### src/rtl/rv_mini_core.sv
module rv_mini_core #(
  parameter int          LED_W     = 16,
  parameter int          SW_W      = 16,
  parameter int          ROM_WORDS = 16,
  parameter int          PROG      = 0,
  parameter logic [31:0] SW_ADDR   = 32'h1000_0004,
  parameter logic [31:0] LED_ADDR  = 32'h1000_0008
) (
  input  logic             clk,
  input  logic             rst,
  input  logic [SW_W-1:0]  sw_in,
  output logic [LED_W-1:0] led_out,
  output logic [31:0]      bus_addr,
  output logic             bus_wen,
  output logic [31:0]      bus_wdata,
  output logic [31:0]      bus_rdata
);

  localparam int          ROM_AW    = (ROM_WORDS > 1) ? $clog2(ROM_WORDS) : 1;
  localparam logic [31:0] ROM_BYTES = 32'(ROM_WORDS * 4);

  typedef enum logic {FETCH, EXEC} phase_t;

  function automatic logic [31:0] prog_word(input int idx);
    logic [31:0] w;
    w = '0;
    if (PROG == 0) begin
      case (idx)
        0:       w = 32'h0140_2703;
        1:       w = 32'h0000_0793;
        2:       w = 32'h0017_8793;
        3:       w = 32'h00f7_2023;
        4:       w = 32'hff9f_f06f;
        5:       w = 32'h1000_0008;
        default: w = '0;
      endcase
    end else if (PROG == 1) begin
      case (idx)
        0:       w = 32'h1000_02B7;
        1:       w = 32'h0042_A303;
        2:       w = 32'h0062_A423;
        3:       w = 32'hff9f_f06f;
        default: w = '0;
      endcase
    end else begin
      case (idx)
        0:       w = 32'h1000_02B7;
        1:       w = 32'hFFF0_0793;
        2:       w = 32'h00F2_A423;
        3:       w = 32'h0090_0393;
        4:       w = 32'h0072_A423;
        5:       w = 32'h0050_0013;
        6:       w = 32'h0000_0033;
        7:       w = 32'h0030_0713;
        8:       w = 32'h00E2_A423;
        9:       w = 32'h0000_006F;
        default: w = '0;
      endcase
    end
    return w;
  endfunction

  function automatic logic [2:0] slot_of(input logic [4:0] r);
    case (r)
      5'd5:    return 3'b100;
      5'd6:    return 3'b101;
      5'd14:   return 3'b110;
      5'd15:   return 3'b111;
      default: return 3'b000;
    endcase
  endfunction

  phase_t           phase_q;
  logic [31:0]      pc_q, ir_q;
  logic [31:0]      rf_q [4];
  logic [LED_W-1:0] led_q;

  wire [6:0] op   = ir_q[6:0];
  wire [2:0] f3   = ir_q[14:12];
  wire [2:0] rd_s = slot_of(ir_q[11:7]);
  wire [2:0] r1_s = slot_of(ir_q[19:15]);
  wire [2:0] r2_s = slot_of(ir_q[24:20]);

  wire [31:0] imm_i = {{20{ir_q[31]}}, ir_q[31:20]};
  wire [31:0] imm_s = {{20{ir_q[31]}}, ir_q[31:25], ir_q[11:7]};
  wire [31:0] imm_u = {ir_q[31:12], 12'b0};
  wire [31:0] imm_j = {{11{ir_q[31]}}, ir_q[31], ir_q[19:12], ir_q[20], ir_q[30:21], 1'b0};

  wire is_lui  = (op == 7'b0110111);
  wire is_addi = (op == 7'b0010011) && (f3 == 3'b000);
  wire is_lw   = (op == 7'b0000011) && (f3 == 3'b010);
  wire is_sw   = (op == 7'b0100011) && (f3 == 3'b010);
  wire is_jal  = (op == 7'b1101111);

  wire [31:0] rs1_val = r1_s[2] ? rf_q[r1_s[1:0]] : 32'd0;
  wire [31:0] rs2_val = r2_s[2] ? rf_q[r2_s[1:0]] : 32'd0;
  wire [31:0] eff_adr = rs1_val + (is_sw ? imm_s : imm_i);
  wire        in_exec = (phase_q == EXEC);
  wire        mem_op  = in_exec && (is_lw || is_sw);

  assign bus_addr  = mem_op ? eff_adr : pc_q;
  assign bus_wen   = in_exec && is_sw;
  assign bus_wdata = bus_wen ? rs2_val : 32'd0;
  assign led_out   = led_q;

  wire rom_hit = (bus_addr < ROM_BYTES);
  always_comb begin
    if (rom_hit)                bus_rdata = prog_word(int'(bus_addr[ROM_AW+1:2]));
    else if (bus_addr == SW_ADDR) bus_rdata = 32'(sw_in);
    else                        bus_rdata = 32'd0;
  end

  logic [31:0] wb_val;
  always_comb begin
    if (is_lui)       wb_val = imm_u;
    else if (is_addi) wb_val = rs1_val + imm_i;
    else if (is_lw)   wb_val = bus_rdata;
    else              wb_val = pc_q + 32'd4;
  end
  wire wb_en = in_exec && (is_lui || is_addi || is_lw || is_jal) && rd_s[2];

  wire [31:0] pc_next = is_jal ? (pc_q + imm_j) : (pc_q + 32'd4);

  always_ff @(posedge clk) begin
    if (rst) begin
      phase_q <= FETCH;
      pc_q    <= '0;
      ir_q    <= '0;
      led_q   <= '0;
      for (int i = 0; i < 4; i++) rf_q[i] <= '0;
    end else if (phase_q == FETCH) begin
      ir_q    <= bus_rdata;
      phase_q <= EXEC;
    end else begin
      phase_q <= FETCH;
      pc_q    <= pc_next;
      if (wb_en) rf_q[rd_s[1:0]] <= wb_val;
      if (bus_wen && bus_addr == LED_ADDR) led_q <= bus_wdata[LED_W-1:0];
    end
  end


  reset_state_chk: assert property (@(posedge clk)
    rst |=> (pc_q == 32'd0 && led_q == '0 && phase_q == FETCH));


  phase_alt_chk: assert property (@(posedge clk) disable iff (rst)
    (phase_q == FETCH) |=> (phase_q == EXEC && $stable(pc_q)));


  exec_ret_chk: assert property (@(posedge clk) disable iff (rst)
    (phase_q == EXEC) |=> (phase_q == FETCH));


  pc_step_chk: assert property (@(posedge clk) disable iff (rst)
    (phase_q == EXEC && !is_jal) |=> (pc_q == $past(pc_q) + 32'd4));


  jump_tgt_chk: assert property (@(posedge clk) disable iff (rst)
    (phase_q == EXEC && is_jal) |=> (pc_q == $past(pc_q + imm_j)));


  led_src_chk: assert property (@(posedge clk) disable iff (rst)
    (!$past(rst) && !$stable(led_q)) |-> ($past(bus_wen) && $past(bus_addr) == LED_ADDR));

endmodule

### config.mk
export PLATFORM = sky130hd
export DESIGN_NAME = rv_mini_core
export DESIGN_NICKNAME = d
export VERILOG_FILES = /design/src/rtl/rv_mini_core.sv
export SDC_FILE = /design/constraint.sdc
export NUM_CORES = 1
export LEC_CHECK = 0
export ABC_CLOCK_PERIOD_IN_PS = 8400
export BUFFER_PORTS_ARGS = -buffer_cell sky130_fd_sc_hd__buf_2
export CAP_MARGIN = 20
export CORE_MARGIN = 4
export CORE_UTILIZATION = 50
export DETAILED_ROUTE_END_ITERATION = 16
export GPL_TIMING_DRIVEN = 0
export PLACE_DENSITY = 0.69
export SKIP_CTS_REPAIR_TIMING = 1
export SYNTH_ARGS = -nofsm -noshare
export SYNTH_HDL_FRONTEND = slang
export SYNTH_SLANG_ARGS = --single-unit
### constraint.sdc
create_clock -name clk -period 8.4 [get_ports clk]
set_clock_uncertainty 0.2 [all_clocks]
set_input_delay 1.26 -clock clk [delete_from_list [all_inputs] [get_ports clk]]
set_output_delay 1.26 -clock clk [all_outputs]
set_load 0.02 [all_outputs]
# After elaboration in Yosys (flattened, before gate mapping)
# Memories as Yosys holds them, arrays and structs flattened.
# Index checks and enable logic that the tools add are counted.
[word_totals] input_bits=18 memories=1 ramBits=128 out_inout_bits=113 reg_bits=81 word_cells=76
[op_classes] n_mux=25 magnitude_cmp=1 n_reduce_logical=16 add_sub_neg=4 n_eq_ne=25
[memory_table] memory="rf_q" words=4 word_bits=32 read_ports=2 rd_ports_with_merged_regs=0 wr=4 line_no="75" rtl="logic [31:0] rf_q [4];"
[op_table] operator="$mux 32" count=10
[op_table] operator="$pmux 32 s6" count=1
[op_table] operator="$add 32x32->32" count=3
[op_table] operator="$eq 32x29->1 const B" count=2
[op_table] operator="$pmux 3 s4" count=3
[op_table] operator="$add 32x3->32 const B" count=1
[op_table] operator="$lt 32x7->1 const B" count=1
[op_table] operator="$reduce_or 32->1" count=1
[op_table] operator="$eq 5x3->1 const B" count=6
[op_table] operator="$eq 5x4->1 const B" count=6
[op_table] operator="$mux 16" count=1
[op_table] operator="$eq 7x6->1 const B" count=2
[op_table] operator="$eq 4x2->1 const B" count=2
[op_table] operator="$eq 4x3->1 const B" count=2
[op_table] operator="$logic_and 1x1->1" count=8
[op_table] operator="$mux 1" count=8
[op_table] operator="$eq 7x2->1 const B" count=1
[op_table] operator="$eq 7x5->1 const B" count=1
[op_table] operator="$eq 7x7->1 const B" count=1
[op_table] operator="$mux 5" count=1
[op_table] operator="$eq 4x1->1 const B" count=1
[op_table] operator="$logic_not 4->1" count=1
[op_table] operator="$logic_or 1x1->1" count=4
[op_table] operator="$eq 3x2->1 const B" count=1
[op_table] operator="other kinds (3)" count=3

# Logic depth before layout (Yosys ltp)
[logic_depth] ltp_word=13 mapped_depth=22 depth_no_buf=17

# Least setup slack after synthesis
# Ideal clock, no wire load.
[synth_path] path_type="register to output" startpoint="register ir_q[30]" endpoint="output bus_rdata[17]" t_required_ps=6940 t_arrival_ps=5611 path_buffers=6 stages_incl_launch_ff=21 path_slack_ps=1329 cell_sequence="dfxtp_1 -> nand2b_1 -> clkbuf_1 -> clkbuf_1 -> nor2_1 -> ha_1 -> clkbuf_1 -> nand2_1 -> nor2_1 -> and3_1 -> nand4_1 -> a211o_1 -> nand3_1 -> a31oi_1 -> nor4_1 -> nand4b_4 -> nor3_4 -> buf_4 -> buf_4 -> and2_1 -> buf_4"
[synth_between] elab_chain_len=4
[synth_lines] item="start, declared" line_no="74" rtl="logic [31:0] pc_q, ir_q;"
[synth_lines] item="start signal, assigned" line_no="132" rtl="ir_q <= bus_rdata;"
[synth_lines] item="$add 32x32->32" line_no="97" rtl="wire [31:0] eff_adr = rs1_val + (is_sw ? imm_s : imm_i);"
[synth_lines] item="$mux 32" line_no="101" rtl="assign bus_addr = mem_op ? eff_adr : pc_q;"
[synth_lines] item="net bus_addr[31]" line_no="13" rtl="output logic [31:0] bus_addr,"
[synth_lines] item="$lt 32x7->1" line_no="106" rtl="wire rom_hit = (bus_addr < ROM_BYTES);"
[synth_lines] item="$mux 32" line_no="108" rtl="if (rom_hit) bus_rdata = prog_word(int'(bus_addr[ROM_AW+1:2]));"
[synth_lines] item="end, declared" line_no="16" rtl="output logic [31:0] bus_rdata"
# The timed path passes the listed nets, and every way through them passes these cells.

# Final worst setup path
[layout_path] startpoint="register ir_q[15]" endpoint="output bus_rdata[29]"
[layout_between] elab_chain_len=9 elab_cells_between_ends=18 classes_between="1 x add/sub; 1 x order compare; 9 x eq/ne; 5 x mux; 1 x reduce/logical; 1 x memory"
[layout_lines] item="$eq 5x4->1 or $eq 5x3->1 (tied branches)" line_no="64" rtl="case (r)"
[layout_lines] item="$pmux 3 s4 *" line_no="64"
[layout_lines] item="$mem_v2 4x32"
[layout_lines] item="$mux 32 *" line_no="95" rtl="wire [31:0] rs1_val = r1_s[2] ? rf_q[r1_s[1:0]] : 32'd0;"
[layout_lines] item="$add 32x32->32 *" line_no="97"
[layout_lines] item="$mux 32 *" line_no="101"
[layout_lines] item="branches (longest 2 deep; another with $lt 32x7->1)"
[layout_lines] item="$mux 32 *" line_no="108"
# Every way passes the cells marked *.

==> results.md <==
* Status: finished, final reports clean
* Clock latency on the worst-skew pair at 480 ps
* Power Dens Cells at 125.2 nW/um2
* First DRT Iteration DRCs at 2,591
* Peak supply drop at 0.0001359 V
* CTS Buf Count at 17
* Placed insts at 2,419
* Cells after synthesis at 1,889
* Vias in the first global route at 15.32k
* Post-synth top flop: edfxtp_1
* Ranking of synthesized cells by area: edfxtp_1, dfxtp_1, nor2_1
* Reg clk slew, reported paths at roughly 70 ps
* Largest net degree at the start of global routing at 33
* Worst-margin pin slew at 1169 ps
* Routability Congestion at approximately 1.0
* Vert. Die Dim at 186.0 um
* Crit share post-route at 98.61%
* Via count at 16.77k
* CTS tree: done
* Post-synthesis sequential area ratio at about a third
* Synth warn at 0
* Synth cell types at 96
* Slew margin rel. at 21.42%
* Maximum clock rate at 120.7 MHz
* Maximum fanout along the worst path at 10
* Setup_tns at 0 ps
* All-layer global routing usage at 39.72%
* CP Capture Type: output pin
* Slowest-stage cell, CP: dfxtp_1
* Die area at 34,580 um2
* Final slew viol count at 0
* Hold Fails Final Rpt at 0
* Site Rows at 64
* Core area at 30,910 um2
* R2R depth at 19
* Synth Net Count at 1,973
* HP Class: reg -> reg
* First-pass GRT wire length at 100,900 um
* Worst EP arrival at 6820 ps
* Synth top cells by count: nor2_1, nand2_1, edfxtp_1
* Worst Hold Slack at 294.2 ps
* Maxcap violations at 0
* Die span in x at 186.0 um
* Crit path largest cell delay at around 500 ps
* DP Wirelength at 55,060 um
* I/O pin cnt at around 130
* Routed WL per cell at 28.69 um
* Cell taking the most area after synthesis: edfxtp_1
* Number of flops mapped to enable cells by yosys at 128
* CTS sink cnt at 199
* CTS Buffer Depth at 2
* Top-count cell post-synth: nor2_1
* Worst path cell trace: clkbuf_2, clkbuf_2, mux2i_1, nor2_1, ha_1, clkbuf_1, a21oi_1, o21ai_0, a21o_1, a221o_1, a31oi_1, nor4_1, or3_1, a2111oi_4, nand4b_4, nor3_4, buf_4, nand2_2, inv_1, buf_4, buf_2
* Final nets at between 2k and 2.5k
* Fin crit period at 8283 ps
* Synth top area share at 24.27%
* Syn avg cell area at 8.383 um2
* Setup violators final at 0
* Initial Util at between 50 and 60%
* CP startpoint kind: flip-flop
* Layout cells sized above 1 at 12.74%
* Worst EP required at approximately 6900 ps
* Number of cells on the worst hold path at 2
* Synth Register Bits at ~200
* Leakage dissipation at 6.671 nW
* Cell area after synthesis at 15,840 um2
* Final Non-Filler Cells at between 2k and 2.5k
* DRC Markers at 0
* Pre-Repair DR Iteration Count at 7
* Asr flop ratio synth at 0%
* Total grt overflow at 0
* RSZ-0062 raised after global routing: yes
* Vias per cell at 6.838
* Area Growth Syn to Fin at 12.07%
* Critical path class: reg -> out
* Antenna-violating nets left at 0
* H-Tree Depth at 4
* Port buffer count at 130
* Clk Tree Root Cell: clkbuf_16
* Final Util at 57.42%
* Final wirelength at 70,370 um
* Initial antenna violation count at 2
==> cell type report <==
type                       count  area [um2]
antenna                        1       2.502
buffer                       143       609.3
clock buffer                  17       425.4
clock inverter                15       175.2
fill                        2863       13160
inverter                      46       172.7
multi-input combinational   1495        9834
sequential                   199        5269
tap                          396       495.5
timing repair buffer         141       763.2
==> cell families (layout without fill, tap and decap cells) <==
group                      after synthesis  after routing  share of synthesized area, %
buffers and inverters                  195            362                         5.041
AOI/OAI and AO/OA                      571            571                         25.53
muxes                                   67             67                         4.314
adders and majority gates               67             67                         5.326
and+or+nand+nor                        690            690                         21.01
DFF                                    199            199                         33.25
other                                    0              1                             0
xor gates and xnor gates               100            100                         5.531
==> report_power, final <==
| part | internal [W] | switching (W) |
|---|---|---|
| clock network | 0.000426 | 0.000437 |
| registers | 0.00107 | 0.0000317 |
| logic | 0.0000793 | 0.000178 |
==> routing by layer <==
| layer | global-route usage (%) | part of all wire [%] | routed length [um] | up-vias |
|---|---|---|---|---|
| met5 | 0 | 0.018 | 13 | - |
| met4 | 19.99 | 5.8 | 4087 | 2 |
| met3 | 8.911 | 11 | 8084 | 198 |
| met2 | 61.33 | 44 | 31140 | 1150 |
| met1 | 52.49 | 38 | 27040 | 8017 |
| li1 | - | - | - | 7406 |
==> final timing paths <==
kind | from | end | slack, ps
setup / recovery | ir_q[15]$_SDFFE_PP0N_ | bus_rdata[29] | 120
setup reg to reg | ir_q[15]$_SDFFE_PP0N_ | rf_q[1][14]$_SDFFCE_PN0P_ | 1320
hold / removal | led_out[8]$_SDFFE_PP0P_ | led_out[8]$_SDFFE_PP0P_ | 290
hold reg to reg | led_out[8]$_SDFFE_PP0P_ | led_out[8]$_SDFFE_PP0P_ | 290
==> critical path, delay by kind of cell, from the launching register on <==
family                   cells  cell delay, ps
multiplexers                 1             470
AND/OR/NAND/NOR              6            1430
buffers and inverters        7            1790
AO/OA/AOI/OAI                6            1880
adder cells (fa/ha/maj)      1             270
flip-flops                   1             500
==> layout by cell type (no fill, tap or decap), types with 48 or more instances in the layout <==
cell type,instances
a21oi_1,107
a22o_1,48
buf_2,138
clkbuf_1,111
dfxtp_1,70
edfxtp_1,128
ha_1,65
mux2i_1,59
nand2_1,148
nor2_1,256
nor3_1,79
o21ai_0,111
xnor2_1,67
==> flip-flops by register name (all words and copies together) (netlist names) <==
register,flops
pc_q,31
ir_q,23
led_out,16
rf_q,128
in_exec,1
==> stage by stage <==
step / setup slack, ps / power (W) / area [um2]
after CTS: -579.3 / 0.002203 / 17650
after detailed placement: -59.87 / 0.001366 / 17050
after floorplan: 1329 / 0.001264 / 15840
final: 116.7 / 0.002223 / 17750
after global placement: -591.2 / 0.001361 / 16980
after global routing: -3.196 / 0.002272 / 17740
Power figures use the tool's default switching activity.
